--- config.mk ---
export PLATFORM = sky130hd
export DESIGN_NAME = gpio_irq_detect
export DESIGN_NICKNAME = d
export VERILOG_FILES = /design/src/rtl/gpio_irq_detect.sv
export SDC_FILE = /design/constraint.sdc
export NUM_CORES = 1
export LEC_CHECK = 0
export BUFFER_PORTS_ARGS = -buffer_cell sky130_fd_sc_hd__buf_2
export CORE_MARGIN = 2
export CORE_UTILIZATION = 29
export DETAILED_ROUTE_END_ITERATION = 12
export SKIP_CTS_REPAIR_TIMING = 1
export SYNTH_ARGS = -nofsm -noshare
export SYNTH_HDL_FRONTEND = slang
export SYNTH_SLANG_ARGS = --single-unit
export TNS_END_PERCENT = 20
--- constraint.sdc ---
create_clock -name clk -period 1.94 [get_ports clk]
set_input_delay 0.194 -clock clk [delete_from_list [all_inputs] [get_ports clk]]
set_output_delay 0.194 -clock clk [all_outputs]
set_load 0.01 [all_outputs]
--- src/rtl/gpio_irq_detect.sv ---
module gpio_irq_detect #(
  parameter int NPINS = 32
) (
  input  logic             clk,
  input  logic             rst_n,
  input  logic [NPINS-1:0] pin_lvl_i,
  input  logic [NPINS-1:0] func_i,
  input  logic [NPINS-1:0] sel_i,
  input  logic [NPINS-1:0] dir_i,
  input  logic [NPINS-1:0] trig_i,
  input  logic [NPINS-1:0] mask_i,
  input  logic             clr_we_i,
  input  logic [NPINS-1:0] clr_data_i,
  output logic [NPINS-1:0] flag_o,
  output logic             irq_o
);

  logic [NPINS-1:0] lvl_q;
  logic [NPINS-1:0] en_q;
  logic [NPINS-1:0] flag_q;
  logic             irq_q;

  logic [NPINS-1:0] en;
  logic [NPINS-1:0] armed;
  logic [NPINS-1:0] rise;
  logic [NPINS-1:0] fall;
  logic [NPINS-1:0] edge_hit;
  logic [NPINS-1:0] level_hit;
  logic [NPINS-1:0] clr;
  logic [NPINS-1:0] flag_d;

  // interrupt use: not a peripheral function, select set
  assign en    = ~func_i & sel_i;
  // edges count only once the pin was already in use last cycle
  assign armed = en & en_q;
  assign rise  = pin_lvl_i & ~lvl_q;
  assign fall  = ~pin_lvl_i & lvl_q;

  assign edge_hit  = trig_i & armed & ((dir_i & rise) | (~dir_i & fall));
  assign level_hit = ~trig_i & en & ~(dir_i ^ pin_lvl_i);

  assign clr    = clr_we_i ? clr_data_i : '0;
  assign flag_d = (flag_q & ~clr) | edge_hit | level_hit;

  always_ff @(posedge clk or negedge rst_n) begin
    if (!rst_n) begin
      lvl_q  <= '0;
      en_q   <= '0;
      flag_q <= '0;
      irq_q  <= 1'b0;
    end else begin
      lvl_q  <= pin_lvl_i;
      en_q   <= en;
      flag_q <= flag_d;
      irq_q  <= |(flag_q & ~mask_i);
    end
  end

  assign flag_o = flag_q;
  assign irq_o  = irq_q;

endmodule

## Yosys cells after proc, flatten, opt, wreduce, memory -nomap -nowiden

Index checks and enable logic that the tools add are counted.

| storage, ports and cells | value |
|---|---|
| flip-flop bits (word level) | 97 |
| output and inout bits | 33 |
| logic and storage cells | 30 |
| bits of input ports | 227 |

| operators by class | value |
|---|---|
| mux-type cells | 1 |
| bitwise logic cells | 24 |
| reduce and logical (&&, ||, !) cells | 1 |

Operators with widths:

| kind | number |
|---|---|
| $and 32x32->32 | 12 |
| $not 32->32 | 8 |
| $or 32x32->32 | 3 |
| $mux 32 | 1 |
| $reduce_or 32->1 | 1 |
| $xor 32x32->32 | 1 |

## Depth between registers and ports, before layout

Gate-level depths: netlist of run 1.

| logic depth | value |
|---|---|
| depth in word-level cells | 7 |
| depth in mapped cells | 4 |
| mapped depth without buffers | 4 |

## Worst setup path after synthesis of run 1

No wires, ideal clock.

| path | value |
|---|---|
| path kind | register to register |
| from | register flag_q[13] (netlist: flag_o[13]) |
| to | register irq_q (netlist: irq_o) |
| setup slack | 910 ps |
| cell stages (with the launch flop) | 5 |
| path buffers | 0 |
| required time | 1800 ps |
| setup time | 140 ps |
| arrival | 890 ps |
| cells stage by stage | dfrtp_1 > inv_1 > o22ai_1 > nor4_1 > nand4_1 |

| on the way | value |
|---|---|
| word-level cells in the longest chain between the ends | 2 |

Ends and longest elaborated chain:

| element | line | text |
|---|---|---|
| start, declared | 20 | `logic [NPINS-1:0] flag_q;` |
| start signal, assigned | 54 | `flag_q <= flag_d;` |
| $and 32x32->32 | 55 | `irq_q <= \|(flag_q & ~mask_i);` |
| $reduce_or 32->1 | 55 |  |
| end signal, assigned | 55 |  |
| end, declared | 21 | `logic irq_q;` |

No other way between the ends.

## Final worst setup path of run 1

| path | value |
|---|---|
| from | register flag_q[9] (netlist: flag_o[9]) |
| to | register irq_q (netlist: irq_o) |

Same word-level chain as after synthesis.

==> reports/metrics.yaml, run 1 <==
grt_pass1_wl_mm: 20.7
die_y_um: 132
crit_fanout: 3
synth_seq_area_share: 0.512
regToRegStartpoint: "flag_o[9]$_DFF_PN0_"
reg2reg_setup_slack_ps: 550
worstReg2RegEnd: "irq_o$_DFF_PN0_"
crit_path_top_delay_cell: "nor4_1"
skew_ps: 5.68
port_buffers: 259
critPathMaxStageDelay_ps: 540
min_period_over_period: 0.719
hold_viol: 0
dp_cells: 948
routed_via_density: 4.32
dieArea_um2: 17400
cp.required_ps: 2140
design.core.area_um2: 15900
powerDensity_nw_per_um2: 747
ys_types: 13
critPathLaunchType: "flop"
whs_endpoint: "lvl_q[31]$_DFF_PN0_"
root_buffer: "clkbuf_16"
synth.area.top_cells: "dfrtp_1, nand2_1, o221ai_2"
synth-edff-count: 0
async_reset_ff_frac: 1.00
fillers: 1607
area_growth_pct: 43.1
status: "finished clean"
maxCapViolCount: 0
worstHoldStart: "pin_lvl_i[31]"
numCtsBuffers: 9
yosysMostFrequentCell: "nand2_1"
antenna_found_initial: 0
first_global_vias: 4250
via_count: 4240
synth_flop_cell: "dfrtp_1"
drive_above_1_share: 0.399
grt_max_degree: 98
pin_count: 260
worst-setup-path-type: "flop to flop"
critical_path.top_delay_family: "simple AND/OR/NAND/NOR gates"
netlist_instances: 473
arrival_ps: 1590
post-route-min-period_ps: 1390
slew_violations: 0
cts_sinks: 97
min_path_cells: 1
path_buf_inv: 1
wirelength_mm: 12.5
min_path_type: "primary input to flop"
max-vdd-ir-drop_uv: 390
drtIter0Drc: 78
cts_tree: "built"
drc: 0
setup_violations: 0
fmax_mhz: 717
ys_seq_elements: 97
yosys_warnings: 0
dp_hpwl_mm: 9.73
yosys.area.top_type: "dfrtp_1"
clk_latency_ps: 340
fin_nets: 987
routabilityCongestion: 0.786
critPathCaptureType: "flop"
drt_pre_antenna_iters: 4
row_count: 46
r2r_cells: 4
slew_headroom: 0.619
synth_nets: 700
syn_area_um2: 4740
cts.path.max_buffers: 2
grt-ovfl-total: 0
avgRoutedWirePerCell_um: 12.7
initial_core_util: 0.297
crit_chain: "inv_1 -> o22ai_1 -> nor4_1 -> nand4_1"
clk_pin_slew_ps: 70
die_w_um: 132
p_leak_nw: 3.14
fin_area_um2: 6790
num_antenna_cells: 0
ant_nets: 0
grt_usage: 0.147
synth_commonest_cells: "nand2_1, dfrtp_1, nor2b_1"
power_mw: 5.07
h-tree-depth: 3
postSynthAreaPerCell_um2: 10.0
tightestPinTransition_ps: 567
layoutNonFillerInstCount: 981
place_area_um2: 6320
netlist.area_leader.share: 0.512
tns_ps: 0
post-route-util: 0.426
rsz0062_at_grt: "no"
-- flip-flops by register name, summed over array words and instances (netlist names) --
signal	flops
flag_o	32
irq_o	1
en_q	32
lvl_q	32
-- power breakdown --
group,switching (mW),internal (mW)
sequential,0.0949,2.19
clock,0.764,1.00
combinational,0.505,0.516
total,1.36,3.71
-- metrics by stage --
stage,hold slack (ps),worst slack (ps)
global placement,302,478
floorplan,-102,910
finish,3.74,546
CTS,-78.2,420
global route,0.351,382
detailed placement,301,431
-- final cells by class --
cell class	instances	area, um^2	share of cell area
flip-flops and latches	97	2430	0.358
multi-input cells	341	2160	0.318
repair buffers	279	1520	0.223
well taps	216	270	0.0398
clock buffers	12	236	0.0349
inverters	32	120	0.0177
clock inverters	4	53.8	0.00793
-- layout by cell type, fill, tap and decap left out --
| cell type | instances |
|---|---|
| buf_2 | 258 |
| nand2_1 | 128 |
| dfrtp_1 | 97 |
| nor2b_1 | 64 |
| nor3b_1 | 32 |
| a21oi_1 | 32 |
| xnor2_1 | 32 |
| inv_1 | 32 |
| o221ai_2 | 30 |
| dlygate4sd3_1 | 17 |
| o22ai_1 | 16 |
| clkbuf_16 | 9 |
| nor4_1 | 4 |
| clkbuf_1 | 3 |
| o221ai_1 | 2 |
| clkinvlp_4 | 2 |
| buf_4 | 2 |
| buf_12 | 2 |
| nand4_1 | 1 |
| clkinv_4 | 1 |
| bufinv_16 | 1 |
-- how the worst max path moves through the flow --
stage	start	to	cells after the start
after floorplan	flag_o[13]$_DFF_PN0_	irq_o$_DFF_PN0_	4
after global placement	flag_o[9]$_DFF_PN0_	irq_o$_DFF_PN0_	4
after detailed placement	flag_o[9]$_DFF_PN0_	irq_o$_DFF_PN0_	4
after CTS	flag_o[9]$_DFF_PN0_	irq_o$_DFF_PN0_	4
after global routing	flag_o[9]$_DFF_PN0_	irq_o$_DFF_PN0_	4
final	flag_o[9]$_DFF_PN0_	irq_o$_DFF_PN0_	4
-- cells by family after synthesis --
logic type | share of synthesized area
AO/OA/AOI/OAI | 0.154
XOR/XNOR | 0.0591
buffers and inverters | 0.0325
flip-flops | 0.512
AND/OR/NAND/NOR | 0.243
-- metal layers --
metal  routed length [um]  track usage  up-vias  share of wire
li1                     -            -     2178              -
met1                 5440        0.187     1900           0.44
met2                 5950        0.241      151           0.48
met3                  907       0.0469       11          0.073
met4                  153       0.0405        0          0.012
met5                    0            0        -              0
No activity file was read; power rests on OpenSTA's default activity.
==> run 2: changes to the inputs <==
- clock period: 1.94 -> 1.45 ns (I/O delays scaled with it)
==> run 2 against run 1 <==
The run now ends with negative hold slack left. Utilization increased by 3.4 points. Worst hold slack worse by 5.3 ps. Sequential share of layout area fell by 2.7 points. Power up 39%. Clock-buffer cell count rose by 2. Global-route usage is essentially flat. Register-to-register slack worse by 400 ps. Setup slack worse by 400 ps. Critical path depth rose by 1. Non-clock buffer count rose by 54. Critical path type unchanged. Critical endpoint unchanged. Largest cell class unchanged.
==> reports/metrics.yaml, run 2 (synthesized netlist as in run 1, its figures left out) <==
area_growth_pct: 54.6
wirelength_mm: 13.5  # +8.7%
clk_pin_slew_ps: 70  # about the same
layoutNonFillerInstCount: 1035  # +5.5%
tns_ps: 0  # unchanged
arrival_ps: 1500  # -90 ps
dieArea_um2: 17400  # unchanged
drtIter0Drc: 83  # +6.4%
crit_fanout: 3  # unchanged
grt_usage: 0.147  # about the same
skew_ps: 8.45  # +2.77 ps
crit_path_top_delay_cell: "dfrtp_1"
crit_chain: "inv_1 -> o22ai_1 -> nor4_1 -> buf_4 -> nand4_1"
cp.required_ps: 1650  # -490 ps
max-vdd-ir-drop_uv: 650  # +66%
row_count: 46  # unchanged
drive_above_1_share: 0.380  # -0.0190
h-tree-depth: 3  # unchanged
rsz0062_at_grt: "no"
post-route-min-period_ps: 1300  # -92.0 ps
min_path_type: "primary input to flop"
p_leak_nw: 3.39  # +7.9%
die_y_um: 132  # unchanged
port_buffers: 259  # unchanged
drt_pre_antenna_iters: 4  # unchanged
critPathMaxStageDelay_ps: 400  # -140 ps
clk_latency_ps: 340  # about the same
cts_sinks: 97  # unchanged
worst-setup-path-type: "flop to flop"
root_buffer: "clkbuf_16"
slew_headroom: 0.739  # +0.121
dp_cells: 953  # +0.53%
critical_path.top_delay_family: "simple AND/OR/NAND/NOR gates"
grt_max_degree: 36  # -63%
cts.path.max_buffers: 2  # unchanged
path_buf_inv: 2  # +1
routabilityCongestion: 0.753  # -4.1%
critPathLaunchType: "flop"
avgRoutedWirePerCell_um: 13.1  # +3.0%
ant_nets: 0  # unchanged
first_global_vias: 4340  # +2.1%
initial_core_util: 0.297  # unchanged
whs_ps: -1.59  # -5.32 ps
tightestPinTransition_ps: 387  # -179 ps
die_w_um: 132  # unchanged
cts_tree: "built"
violations: "negative hold slack"
final_common_cell: "buf_2"
grt_pass1_wl_mm: 20.8  # +0.50%
powerDensity_nw_per_um2: 961  # +29%
via_count: 4533  # +6.9%
numCtsBuffers: 9  # unchanged
antenna_found_initial: 0  # unchanged
routed_via_density: 4.38  # +1.3%
slew_violations: 0  # unchanged
fin_nets: 1041  # +5.5%
setup_violations: 0  # unchanged
status: "finished, violations left"
design.core.area_um2: 15900  # unchanged
critPathCaptureType: "flop"
grt-ovfl-total: 0  # unchanged
drc: 0  # unchanged
fmax_mhz: 768  # +7.1%
hold_viol: 1  # +1
min_period_over_period: 0.898  # +0.179
layout_common_cells: "buf_2, nand2_1, dfrtp_1"
maxCapViolCount: 0  # unchanged
pin_count: 260  # unchanged
dp_hpwl_mm: 10.2  # +5.1%
num_antenna_cells: 0  # unchanged
[run 2: changes by cell type in the layout (fill, tap and decap cells not counted), moves of 2 or more]
| cell | before | now |
|---|---|---|
| clkinvlp_4 | 2 | 0 |
| clkbuf_8 | 0 | 3 |
| buf_4 | 2 | 7 |
| dlygate4sd3_1 | 17 | 66 |
[run 2: layer usage]
layer / vias to the layer above / track usage / routed length [um] / part of all wire
met1: 2076 / 0.182 / 5730 / 0.42
met2: 155 / 0.241 / 6710 / 0.50
met4: 0 / 0.0598 / 203 / 0.015
met3: 14 / 0.0434 / 892 / 0.066
li1: 2288 / - / - / -
met5: - / 0 / 0 / 0
[run 2: layout make-up]
class	instances	area, um^2
fillers	1536	8610
well taps	216	270
multi-input cells	341	2160
clock inverters	2	35.0
inverters	32	120
clock buffers	14	274
repair buffers	333	2040
flip-flops and latches	97	2430
[run 2: path summary, 6_finish.rpt]
path	slack, ps	to	depth (start not counted)	start
min in group asynchronous	260	flag_o[3]$_DFF_PN0_	2	rst_n
max in group asynchronous	670	lvl_q[1]$_DFF_PN0_	3	rst_n
worst min-delay path	-2	en_q[25]$_DFF_PN0_	2	func_i[25]
worst min register to register	500	flag_o[27]$_DFF_PN0_	2	flag_o[27]$_DFF_PN0_
worst max register to register	150	irq_o$_DFF_PN0_	5	flag_o[8]$_DFF_PN0_
worst max-delay path	150	irq_o$_DFF_PN0_	5	flag_o[8]$_DFF_PN0_
[run 2: worst reg2reg max path, stage by stage (launching register included)]
cell	delay [ps]
dfrtp_1	400
inv_1	60
o22ai_1	80
nor4_1	370
buf_4	180
nand4_1	70
[run 2: per-stage QoR]
step	util	worst slack [ps]	cell area [um^2]	hold slack [ps]	power [mW]
2_1_floorplan	-	420	4740	-151	3.72
3_3_place_gp	0.399	207	6360	81.0	4.48
3_5_place_dp	0.399	149	6360	87.4	4.49
4_1_cts	0.418	143	6670	-293	7.03
5_1_grt	0.460	37.7	7330	-4.58	7.43
6_report	0.460	148	7330	-1.59	7.04
[run 2: report_power, final]
group	internal [mW]	total, mW	leakage [nW]	switching, mW
clock network	1.48	2.49	0.153	1.01
logic	0.799	1.51	2.03	0.709
registers	2.92	3.05	1.21	0.123
